--- config.mk ---
export PLATFORM = sky130hd
export DESIGN_NAME = ldcfg_bank
export DESIGN_NICKNAME = d
export VERILOG_FILES = /design/src/rtl/ldcfg_pkg.sv /design/src/rtl/ldcfg_dev.sv /design/src/rtl/ldcfg_bank.sv
export SDC_FILE = /design/constraint.sdc
export NUM_CORES = 1
export LEC_CHECK = 0
export BUFFER_PORTS_ARGS = -buffer_cell sky130_fd_sc_hd__buf_4
export CAP_MARGIN = 0
export CORE_MARGIN = 3
export CORE_UTILIZATION = 55
export CTS_CLUSTER_SIZE = 10
export DETAILED_ROUTE_END_ITERATION = 8
export GPL_ROUTABILITY_DRIVEN = 0
export PLACE_DENSITY = 0.71
export RECOVER_POWER = 100
export SLEW_MARGIN = 10
export SYNTH_ARGS = -nofsm -noshare
export SYNTH_HDL_FRONTEND = slang
export SYNTH_SLANG_ARGS = --single-unit
--- constraint.sdc ---
create_clock -name clk -period 3.3 [get_ports clk]
set_input_delay 0.66 -clock clk [delete_from_list [all_inputs] [get_ports clk]]
set_output_delay 0.66 -clock clk [all_outputs]
set_load 0.005 [all_outputs]
--- src/rtl/ldcfg_pkg.sv ---
package ldcfg_pkg;
    localparam logic [7:0] IDX_LDN       = 8'h07;
    localparam logic [7:0] IDX_BANK_LOW  = 8'h30;
    localparam logic [7:0] IDX_ACT       = 8'h30;
    localparam logic [7:0] IDX_BASE_HI   = 8'h60;
    localparam logic [7:0] IDX_BASE_LO   = 8'h61;
    localparam logic [7:0] IDX_IRQ0      = 8'h70;
    localparam logic [7:0] IDX_IRQ1      = 8'h72;
    localparam logic [7:0] IRQ_RST       = 8'hC0;

    typedef struct packed {
        logic       act;
        logic [7:0] base_hi;
        logic [7:0] base_lo;
        logic [7:0] irq0;
        logic [7:0] irq1;
        logic       hit;
    } dev_state_t;

    typedef struct packed {
        logic [7:0] index;
        logic [7:0] ldn;
    } host_state_t;
endpackage

--- src/rtl/ldcfg_dev.sv ---
module ldcfg_dev
    import ldcfg_pkg::*;
#(
    parameter bit          HAS_IRQ1 = 1'b0,
    parameter bit          GATED    = 1'b0,
    parameter int          WIN_BITS = 3,
    parameter logic [15:0] BASE_MIN = 16'h0100,
    parameter logic [15:0] BASE_MAX = 16'h0FF8
) (
    input  logic        clk,
    input  logic        rst_n,
    input  logic        wr_en,
    input  logic [7:0]  idx,
    input  logic [7:0]  wdata,
    input  logic        gate_bit,
    input  logic        io_valid,
    input  logic [15:0] io_addr,
    output logic [7:0]  rd_data,
    output logic        dev_on,
    output logic        hit
);
    localparam logic [7:0] IRQ1_RST = HAS_IRQ1 ? IRQ_RST : 8'h00;

    dev_state_t s_d, s_q;
    logic [15:0] base;
    logic        in_range;

    assign base     = {s_q.base_hi, s_q.base_lo};
    assign in_range = (base >= BASE_MIN) && (base <= BASE_MAX);
    assign dev_on   = s_q.act && (!GATED || gate_bit);
    assign hit      = s_q.hit;

    always_comb begin
        s_d = s_q;
        if (wr_en) begin
            case (idx)
                IDX_ACT:     s_d.act     = wdata[0];
                IDX_BASE_HI: s_d.base_hi = wdata;
                IDX_BASE_LO: s_d.base_lo = wdata;
                IDX_IRQ0:    s_d.irq0    = wdata;
                IDX_IRQ1:    if (HAS_IRQ1) s_d.irq1 = wdata;
                default:     ;
            endcase
        end
        s_d.hit = io_valid && dev_on && in_range &&
                  (io_addr[15:WIN_BITS] == base[15:WIN_BITS]);
    end

    always_comb begin
        case (idx)
            IDX_ACT:     rd_data = {7'd0, s_q.act};
            IDX_BASE_HI: rd_data = s_q.base_hi;
            IDX_BASE_LO: rd_data = s_q.base_lo;
            IDX_IRQ0:    rd_data = s_q.irq0;
            IDX_IRQ1:    rd_data = HAS_IRQ1 ? s_q.irq1 : 8'h00;
            default:     rd_data = 8'h00;
        endcase
    end

    always_ff @(posedge clk or negedge rst_n) begin
        if (!rst_n) begin
            s_q <= '{act: 1'b0, base_hi: 8'h00, base_lo: 8'h00,
                     irq0: IRQ_RST, irq1: IRQ1_RST, hit: 1'b0};
        end else begin
            s_q <= s_d;
        end
    end
endmodule

--- src/rtl/ldcfg_bank.sv ---
module ldcfg_bank
    import ldcfg_pkg::*;
#(
    parameter int          NUM_DEV      = 8,
    parameter int          KBD_DEV      = 7,
    parameter int          SER_DEV      = 4,
    parameter int          SER_GATE_BIT = 6,
    parameter int          WIN_BITS     = 3,
    parameter logic [15:0] BASE_MIN     = 16'h0100,
    parameter logic [15:0] BASE_MAX     = 16'h0FF8
) (
    input  logic               clk,
    input  logic               rst_n,
    input  logic               host_we,
    input  logic               host_sel,
    input  logic [7:0]         host_wdata,
    output logic [7:0]         host_rdata,
    input  logic [7:0]         mcu_dis,
    input  logic               io_valid,
    input  logic [15:0]        io_addr,
    output logic [NUM_DEV-1:0] dev_on,
    output logic [NUM_DEV-1:0] io_hit
);
    localparam int         LDN_W   = (NUM_DEV > 1) ? $clog2(NUM_DEV) : 1;
    localparam logic [7:0] NUM_DEVB = 8'(NUM_DEV);

    host_state_t h_d, h_q;
    logic        bank_ok;
    logic        bank_idx;
    logic [7:0]  dev_rd [NUM_DEV];

    assign bank_ok  = (h_q.ldn < NUM_DEVB);
    assign bank_idx = (h_q.index >= IDX_BANK_LOW);

    always_comb begin
        h_d = h_q;
        if (host_we && !host_sel) begin
            h_d.index = host_wdata;
        end else if (host_we && host_sel && (h_q.index == IDX_LDN)) begin
            h_d.ldn = host_wdata;
        end
    end

    always_ff @(posedge clk or negedge rst_n) begin
        if (!rst_n) begin
            h_q <= '0;
        end else begin
            h_q <= h_d;
        end
    end

    always_comb begin
        if (!host_sel) begin
            host_rdata = h_q.index;
        end else if (h_q.index == IDX_LDN) begin
            host_rdata = h_q.ldn;
        end else if (bank_idx && bank_ok) begin
            host_rdata = dev_rd[h_q.ldn[LDN_W-1:0]];
        end else begin
            host_rdata = 8'h00;
        end
    end

    for (genvar i = 0; i < NUM_DEV; i++) begin : g_dev
        logic wr_en_i;
        assign wr_en_i = host_we && host_sel && bank_idx && (h_q.ldn == 8'(i));
        ldcfg_dev #(
            .HAS_IRQ1 (i == KBD_DEV),
            .GATED    (i == SER_DEV),
            .WIN_BITS (WIN_BITS),
            .BASE_MIN (BASE_MIN),
            .BASE_MAX (BASE_MAX)
        ) u_dev (
            .clk      (clk),
            .rst_n    (rst_n),
            .wr_en    (wr_en_i),
            .idx      (h_q.index),
            .wdata    (host_wdata),
            .gate_bit (mcu_dis[SER_GATE_BIT]),
            .io_valid (io_valid),
            .io_addr  (io_addr),
            .rd_data  (dev_rd[i]),
            .dev_on   (dev_on[i]),
            .hit      (io_hit[i])
        );
    end
endmodule

==> results of run 1 <==
[cells in the mapped netlist, drive strengths merged, types with 3 or more instances]
master   count
a221oi      20
mux2       264
o21ai       19
o31ai        5
a31oi       10
a2111oi      7
nand4       47
xnor2       31
a21oi       25
and2         5
dfrtp      214
o311ai       7
o2111ai      4
or3          7
nand3       13
nor2        26
mux2i       17
nor4        23
dfstp       18
o211ai       5
a221o        4
nand2b       5
nor2b        6
a211oi       3
nor3b        3
mux4         4
nand2       53
clkbuf      42
a22oi       22
nor3        24
buf         44
nor4b        6
xor2        32
inv         13
[sequential cells by signal (all words and copies together), names as in the netlist]
| register | count |
|---|---|
| g_dev.u_dev.s_q | 73 |
| g_dev.u_dev.hit | 8 |
| g_dev.u_dev.dev_on | 7 |
| g_dev.u_dev.base | 128 |
| h_q | 16 |
[metrics by stage]
stage	instance area [um2]	TNS, ns	power [mW]	worst slack (ns)
floorplan	12600	0	3.41	0.481
global placement	13300	0	3.75	0.0448
detailed placement	13300	0	3.76	0.0351
CTS	14600	-1.48	6.53	-0.220
global route	14700	-3.67	6.78	-0.360
finish	14700	-1.91	6.56	-0.288
[metal layers]
metal  share of wire, %  GRT usage (%)  up-vias
li1                   -              -     4060
met1                 41           43.6     4908
met2                 46           48.2      499
met3                8.5           5.42      124
met4                4.8           14.0        0
met5                  0              0        -
[report_power, final]
part / switching [mW] / internal (mW)
Clock: 1.16 / 1.57
Sequential: 0.0620 / 2.89
Combinational: 0.545 / 0.334
Total: 1.76 / 4.80
[worst register-to-register path: stages, from the launching register on]
cell	delay, ns
dfrtp_1	0.39
or4_4	0.59
nor4b_4	0.28
clkbuf_2	0.21
and2_2	0.36
clkbuf_2	0.50
nand4_2	0.37
mux2_2	0.46
[cells in the final DEF, fill, tap and decap left out, drive strengths merged, types with 19 or more instances in the layout]
cell    count
xor2       32
a221oi     20
mux2      264
buf        96
a21oi      25
nor4       23
nor2       26
a22oi      22
o21ai      19
nand2      53
nor3       24
nand4      47
clkbuf     77
xnor2      31
dfrtp     214
[kinds of logic (layout without fill, tap and decap cells)]
kind of cell / Yosys count / count (layout) / synth area share [%]
compound gates: 140 / 140 / 7.94
xor+xnor: 63 / 63 / 4.39
flops: 232 / 232 / 46.4
buf+inv: 99 / 187 / 3.79
mux: 285 / 285 / 25.7
simple gates: 230 / 230 / 11.7
[layout make-up]
cell class,instances,area share (%)
Tap cell,280,2.39
Timing Repair Buffer,125,7.39
Multi-Input combinational cell,718,44.8
Inverter,13,0.341
Sequential cell,232,39.8
Clock buffer,48,5.27
Clock inverter,1,0.0596
[worst max path at each step]
stage / to / slack [ns]
4_1_cts: host_rdata[1] / -0.22
3_3_place_gp: host_rdata[6] / 0.04
2_1_floorplan: host_rdata[6] / 0.48
6_report: host_rdata[4] / -0.29
3_5_place_dp: host_rdata[6] / 0.04
5_1_grt: host_rdata[3] / -0.36
[what timing repair did]
action	4_1_cts	5_1_grt
pin swaps	16	22
gates cloned	3	1
resized for setup	54	55
setup buffers	22	7
hold buffers	0	0
setup endpoints to repair	8	8
==> flow_summary_export.csv, run 1 <==
group,metric,value,unit
routing,vias_per_cell,6.77,
critical_path,startpoint_type,"register",
sta,worst_slew_pin_slew,2.31,ns
logic_synthesis,synth_ff_type,"dfrtp_1",
routing,drc,0,
critical_path,cp_max_fo,7,
logic_synthesis,synth-async-reset-ratio,100,%
pwr,total_leakage_power,6.73,nW
critical_path,path_cells,"or3_4 -> nor2_4 -> buf_6 -> a22oi_2 -> mux4_2 -> nand2b_4 -> o211ai_1 -> buf_4",
outcome,status,"complete, but fails checks",
cells_and_area,syn_to_final_growth,16.9,%
logic_synthesis,ys_seq_elements,232,
sta,holdWs,0.478,ns
logic_synthesis,netlist.top_cell.by_area,"dfrtp_1",
pwr,power.density,447,mW/mm2
sta,final-max-slew-violation-count,117,
floorplan,fp.dieW,157,um
cells_and_area,fin_util,66.3,%
routing,num_vias,9591,
cells_and_area,diodes,0,
critical_path,critPathMaxStageDelay,0.49,ns
outcome,violations,"capacitance limit, slew limit, setup timing",
critical_path,path_depth,8,
logic_synthesis,ys.warnings.count,0,
sta,timing.fmax,279,MHz
global_route,grt_overflow,0,
logic_synthesis,yosysSeqAreaShare,46.4,%
clock_tree,cts_tree,"built",
floorplan,rows,54,
sta,period_share,109,%
global_route,grt_pass1_wl,58800,um
sta,final_hold_viol_count,0,
critical_path,crit-reg2reg-launch,"h_q[6]$_DFFE_PN0P_",
floorplan,die_area,0.0247,mm2
critical_path,critPathSlowestCell,"mux4_2",
worst_hold_path,hp-start,"io_addr[14]",
clock_tree,clockRootBuffer,"clkbuf_16",
floorplan,initial_utilization,56.7,%
cells_and_area,nets,1154,
routing,dr.first_iter.drc_count,1029,
critical_path,r2r_end,"g_dev[0].u_dev.base[7]$_DFFE_PN0P_",
placed_design,place_inst,1338,
cells_and_area,multi_input_area,0.00658,mm2
critical_path,path_buf_inv,2,
critical_path,rrSetupSlack,0.03,ns
critical_path,cp-startpoint,"h_q[9]$_DFFE_PN0P_",
logic_synthesis,syn_area,0.0126,mm2
routing,wl,38600,um
floorplan,io_pins,61,
global_route,grt_antenna_before_repair,0,
global_route,first_global_vias,9559,
routing,drt_first_pass_iters,5,
clock_tree,path_clk_slew,0.06,ns
floorplan,die_y,157,um
worst_hold_path,worst_hold_path.num_cells,4,
clock_tree,clk-insertion-delay-late,0.54,ns
logic_synthesis,syn_area_per_cell,12.0,um2
clock_tree,clock_sinks,232,
critical_path,path_delay_family,"simple AND/OR/NAND/NOR gates",
critical_path,worstPathRequired,2.64,ns
cells_and_area,drive_above_1_share,45.6,%
worst_hold_path,hold_end,"g_dev[2].u_dev.hit$_DFF_PN0_",
logic_synthesis,synth_cell_type_count,63,
sta,setup-violations-final,8,
logic_synthesis,yosys.area.top_type_share,42.6,%
clock_tree,cts_htree_levels,1,
worst_hold_path,min_path_type,"input pin to register",
sta,fin_ws,-0.288,ns
clock_tree,clockBufferDepth,3,
cells_and_area,stdcell_count,1417,
critical_path,crit_type,"register to output port",
logic_synthesis,synth_fp_nets,1086,
floorplan,coreArea,0.0222,mm2
routing,antenna_left,0,
critical_path,worst-r2r-cell-count,7,
critical_path,arrival,2.93,ns
run,maxCapViolations,2,
placed_design,hpwl,24200,um
critical_path,worstSetupEndpointType,"output port",
logic_synthesis,synth_edf_count,0,
global_route,track_usage,31.3,%
sta,skew,0.00664,ns
sta,relSlewSlack,-54.1,%
sta,period_needed,3.59,ns
placed_design,io_buffers,50,
cells_and_area,register_area,0.00584,mm2
clock_tree,cts_made_buffers,27,
sta,rsz0062_at_grt,"true",
cells_and_area,nFillCells,1701,
pwr,vdd_drop_max,0.336,mV
logic_synthesis,yosys-top-cells-area,"dfrtp_1, mux2_2, dfstp_2",
global_route,grt_max_degree,91,
logic_synthesis,syn_inst,1049,
routing,wl_per_cell,27.2,um
Power figures use the tool's default switching activity.
==> inputs of run 2 (changes only) <==
- CTS_CLUSTER_SIZE: 10 -> 24
- clock period: 3.3 -> 3.8 ns (I/O delays scaled with it)
==> run 2 against run 1 <==
Against the previous run:
- the run ends with capacitance limit, slew limit left
- sequential power down 13%
- clock power up 6%
- clock-buffer cell count down 14
- first-iteration DRC count down 17%
- power down 7.0%
- die area unchanged
- combinational power down 24%
- critical path type unchanged
==> flow_summary_export.csv, run 2 (synthesis gave the netlist of run 1 again) <==
group,metric,value,unit
cells_and_area,largestRegisters,"g_dev.u_dev.base (128), g_dev.u_dev.s_q (73), h_q (16)",
pwr,combPwrFrac,10.9,%
floorplan,fp.dieW,157,um
critical_path,path_cells,"or3_4 -> nor2_2 -> buf_12 -> a22oi_1 -> o21ai_0 -> a311oi_1 -> o21ai_0 -> buf_4",
global_route,grt_max_degree,86,
critical_path,crit_type,"register to output port",
sta,tns,0,ns
clock_tree,cts_htree_levels,1,
worst_hold_path,min_path_type,"register to register",
sta,final-max-slew-violation-count,111,
sta,holdWs,0.508,ns
global_route,first_global_vias,9283,
global_route,track_usage,30.5,%
global_route,grt_overflow,0,
critical_path,startpoint_type,"register",
critical_path,path_delay_family,"compound AO/OA/AOI/OAI gates",
clock_tree,cts_tree,"built",
global_route,grt_antenna_before_repair,0,
global_route,grt_pass1_wl,57300,um
cells_and_area,stdcell_count,1381,
sta,skew,0.00835,ns
clock_tree,path_clk_slew,0.06,ns
critical_path,critPathSlowestCell,"or3_4",
routing,dr.first_iter.drc_count,858,
pwr,swShare,25.5,%
critical_path,critPathMaxStageDelay,0.49,ns
cells_and_area,largest_reg_flops,128,
sta,final_hold_viol_count,0,
sta,timing.fmax,264,MHz
floorplan,rows,54,
critical_path,crit_top_cell,"o21ai_0",
critical_path,worstPathRequired,3.04,ns
sta,period_needed,3.79,ns
sta,setup-violations-final,0,
cells_and_area,nets,1118,
floorplan,io_pins,61,
routing,num_vias,9270,
pwr,intPower,4.54,mW
placed_design,io_buffers,50,
cells_and_area,diodes,0,
sta,fin_ws,0.0108,ns
pwr,power.density,429,mW/mm2
critical_path,worstSetupEndpointType,"output port",
sta,period_share,99.7,%
sta,relSlewSlack,-47.0,%
critical_path,arrival,3.03,ns
sta,worst_slew_pin_slew,2.20,ns
routing,drc,0,
clock_tree,cts_made_buffers,26,
pwr,clkPwrFrac,47.0,%
placed_design,place_inst,1326,
pwr,seq_power_share,42.1,%
cells_and_area,drive_above_1_share,41.2,%
placed_design,hpwl,24000,um
critical_path,path_buf_inv,2,
cells_and_area,final_cell_mix,"mux2_2, dfrtp_1, buf_4",
cells_and_area,final_common_cell,"mux2_2",
routing,vias_per_cell,6.71,
clock_tree,cts_hold_buf,0,
placed_design,dp_slack,0.362,ns
outcome,violations,"capacitance limit, slew limit",
clock_tree,clockRootBuffer,"clkbuf_16",
pwr,vdd_drop_max,0.312,mV
cells_and_area,regMostFlops,"g_dev.u_dev.base",
outcome,status,"complete, but fails checks",
pwr,power.switching,1.56,mW
routing,wl,37200,um
clock_tree,clock_sinks,232,
pwr,total_power,6.10,mW
floorplan,initial_utilization,56.7,%
clock_tree,clk-insertion-delay-late,0.54,ns
run,maxCapViolations,2,
sta,rsz0062_at_grt,"true",
cells_and_area,nFillCells,1740,
floorplan,die_y,157,um
clock_tree,clockBufferDepth,3,
routing,drt_first_pass_iters,5,
routing,antenna_left,0,
critical_path,cp_max_fo,28,
pwr,total_leakage_power,6.53,nW
floorplan,die_area,0.0247,mm2
floorplan,coreArea,0.0222,mm2
cells_and_area,syn_to_final_growth,13.1,%
routing,wl_per_cell,26.9,um
-- run 2: area by class of cell --
type / count / area, um2 / share of cell area (%)
sequential: 232 / 5830 / 41.0
tap: 280 / 350 / 2.47
inverter: 13 / 48.8 / 0.343
timing repair buffer: 90 / 692 / 4.87
clock inverter: 14 / 229 / 1.61
clock buffer: 34 / 752 / 5.29
multi-input combinational: 718 / 6300 / 44.4
-- run 2: metal layers --
| layer | global-route usage, % | vias up | wire length, um |
|---|---|---|---|
| li1 | - | 3999 | - |
| met1 | 42.4 | 4771 | 15400 |
| met2 | 48.4 | 396 | 17300 |
| met3 | 5.33 | 104 | 2880 |
| met4 | 11.1 | 0 | 1610 |
| met5 | 0 | - | 0 |
-- run 2: power by group through the flow --
stage / registers, mW / logic [mW] / clock network (mW)
finish: 2.57 / 0.664 / 2.87
global route: 2.57 / 0.705 / 2.99
CTS: 2.56 / 0.640 / 2.88
detailed placement: 2.61 / 0.635 / 0
global placement: 2.61 / 0.629 / 0
floorplan: 2.58 / 0.376 / 0
-- run 2: worst paths after layout --
check	start	endpoint	slack, ns	cells past startpoint
setup / recovery	h_q[11]$_DFFE_PN0P_	host_rdata[6]	0.01	8
hold / removal	g_dev[3].u_dev.s_q[11]$_DFFE_PN0P_	g_dev[3].u_dev.s_q[11]$_DFFE_PN0P_	0.51	1
setup reg to reg	h_q[6]$_DFFE_PN0P_	g_dev[2].u_dev.base[13]$_DFFE_PN0P_	0.60	7
hold reg to reg	g_dev[3].u_dev.s_q[11]$_DFFE_PN0P_	g_dev[3].u_dev.s_q[11]$_DFFE_PN0P_	0.51	1
max in group asynchronous	rst_n	g_dev[2].u_dev.base[14]$_DFFE_PN0P_	0.85	2
min in group asynchronous	rst_n	g_dev[7].u_dev.base[13]$_DFFE_PN0P_	0.84	1
-- run 2: what timing repair did --
item                       in CTS  in global routing
setup endpoints to repair       8                  8
pin swaps                       2                  6
buffers inserted                2                  5
resized for setup               4                 16
-- run 2: stage by stage --
step,util [%],instance area [um2]
6_report,64.1,14200
5_1_grt,64.1,14200
4_1_cts,64.1,14200
3_5_place_dp,59.5,13200
3_3_place_gp,59.5,13200
2_1_floorplan,-,12600
-- run 2: worst register-to-register path, stage by stage, from the launching register on --
cell and delay [ns]:
dfrtp_1 0.40, or4_4 0.59, nor4b_4 0.28, buf_4 0.18, and2_0 0.29, buf_4 0.33, nand4_1 0.47, mux2_2 0.53
==> inputs of run 3 (changes only) <==
- CELL_PAD_IN_SITES_DETAIL_PLACEMENT: unset -> 0
- CELL_PAD_IN_SITES_GLOBAL_PLACEMENT: unset -> 1
- CORE_ASPECT_RATIO: unset -> 1.25
- CORE_UTILIZATION: 55 -> 51
- PLACE_DENSITY: 0.71 -> 0.79
==> run 3 against run 2 <==
Against the previous run:
- the run still ends with capacitance limit, slew limit left
- clock power decreased by 13%
- via count decreased by 1.7%
- first-iteration DRC count decreased by 6.2%
- sequential power about the same
- worst setup slack improved by 0.041 ns
- critical endpoint is now host_rdata[4]
- highest routed layer unchanged
==> flow_summary_export.csv, run 3 (synthesis gave the netlist of run 1 again) <==
group,metric,value,unit
clock_tree,cts_htree_levels,1,
pwr,vdd_drop_max,0.283,mV
floorplan,rows,63,
clock_tree,path_clk_slew,0.06,ns
sta,holdWs,0.507,ns
clock_tree,clockBufferDepth,3,
cells_and_area,largestRegisters,"g_dev.u_dev.base (128), g_dev.u_dev.s_q (73), h_q (16)",
outcome,status,"complete, but fails checks",
floorplan,io_pins,61,
pwr,power.density,410,mW/mm2
cells_and_area,stdcell_count,1420,
cells_and_area,largest_reg_flops,128,
routing,num_vias,9108,
floorplan,die_area,0.0266,mm2
floorplan,initial_utilization,52.4,%
cells_and_area,fin_util,58.0,%
global_route,first_global_vias,9196,
floorplan,coreArea,0.0240,mm2
critical_path,crit_type,"register to output port",
floorplan,fp.dieW,146,um
cells_and_area,regMostFlops,"g_dev.u_dev.base",
global_route,grt_max_degree,95,
routing,wl_per_cell,26.8,um
critical_path,worstPathRequired,3.04,ns
pwr,total_leakage_power,6.36,nW
pwr,total_power,5.71,mW
clock_tree,cts_hold_buf,0,
global_route,grt_overflow,0,
floorplan,die_y,181,um
cells_and_area,nets,1114,
routing,dr.first_iter.drc_count,805,
clock_tree,clk-insertion-delay-late,0.53,ns
cells_and_area,diodes,0,
routing,vias_per_cell,6.41,
critical_path,worstSetupEndpointType,"output port",
sta,timing.fmax,267,MHz
cells_and_area,drive_above_1_share,39.3,%
placed_design,io_buffers,50,
global_route,grt_antenna_before_repair,0,
routing,drt_first_pass_iters,5,
sta,final-max-slew-violation-count,95,
outcome,violations,"capacitance limit, slew limit",
sta,final_hold_viol_count,0,
sta,setup-violations-final,0,
routing,drc,0,
critical_path,arrival,2.99,ns
sta,skew,0.0131,ns
clock_tree,cts_made_buffers,25,
clock_tree,cts_tree,"built",
global_route,grt_pass1_wl,57400,um
placed_design,place_inst,1372,
sta,period_share,98.6,%
cells_and_area,final_common_cell,"mux2_2",
run,maxCapViolations,1,
global_route,track_usage,28.3,%
cells_and_area,final_cell_mix,"mux2_2, dfrtp_1, buf_4",
clock_tree,clock_sinks,232,
cells_and_area,syn_to_final_growth,10.7,%
worst_hold_path,min_path_type,"register to register",
sta,rsz0062_at_grt,"true",
critical_path,startpoint_type,"register",
sta,period_needed,3.75,ns
sta,worst_slew_pin_slew,2.40,ns
critical_path,cp_max_fo,5,
routing,antenna_left,0,
clock_tree,clockRootBuffer,"clkbuf_16",
routing,wl,38000,um
sta,relSlewSlack,-59.7,%
placed_design,hpwl,25200,um
[run 3: timing repair]
action,in CTS,in global routing
endpoints found under the setup margin,7,8
pin swaps,0,3
resized for setup,4,15
gates cloned,0,0
setup buffers,0,3
[run 3: layer usage]
layer,wire length [um],part of all wire (%),global-route usage (%),vias up
li1,-,-,-,3975
met1,15500,41,36.6,4679
met2,18400,48,46.7,350
met3,2310,6.1,4.12,104
met4,1860,4.9,13.7,0
met5,0,0,0,-
[run 3: cell type report]
cell class	instances	area, um2
clock buffers	31	668
well taps	325	407
clock inverters	14	170
inverters	13	48.8
multi-input cells	718	6120
repair buffers	87	659
fillers	2052	10100
flip-flops and latches	232	5830
[run 3: per-stage QoR]
stage	TNS (ns)	setup slack, ns	instance area [um2]
6_report	0	0.0523	13900
5_1_grt	-0.0145	-0.00575	13900
4_1_cts	0	0.0128	14100
3_5_place_dp	0	0.373	13300
3_3_place_gp	0	0.381	13300
2_1_floorplan	0	0.881	12600
[run 3: where the power goes]
part | total, mW | leakage, nW | switching, mW | internal [mW]
Sequential | 2.57 | 3.14 | 0.0589 | 2.51
Clock | 2.51 | 0.423 | 0.997 | 1.51
Combinational | 0.629 | 2.80 | 0.409 | 0.220
Total | 5.71 | 6.36 | 1.47 | 4.24
[run 3: final timing paths]
kind | slack [ns] | startpoint | to | cells after the start
setup / recovery | 0.05 | h_q[6]$_DFFE_PN0P_ | host_rdata[4] | 6
min in group asynchronous | 0.92 | rst_n | g_dev[7].u_dev.base[10]$_DFFE_PN0P_ | 1
hold / removal | 0.51 | g_dev[7].u_dev.s_q[5]$_DFFE_PN0P_ | g_dev[7].u_dev.s_q[5]$_DFFE_PN0P_ | 1
max in group asynchronous | 0.89 | rst_n | g_dev[2].u_dev.base[0]$_DFFE_PN0P_ | 2
hold reg to reg | 0.51 | g_dev[7].u_dev.s_q[5]$_DFFE_PN0P_ | g_dev[7].u_dev.s_q[5]$_DFFE_PN0P_ | 1
setup reg to reg | 0.26 | h_q[6]$_DFFE_PN0P_ | g_dev[6].u_dev.base[3]$_DFFE_PN0P_ | 6
[run 3: worst max-delay path, cell delays in order, from the launching register on]
cell,delay (ns)
dfrtp_1,0.39
or4_4,0.59
nor4_1,0.65
buf_4,0.27
nand3_1,0.07
o211ai_1,0.28
clkbuf_4,0.20
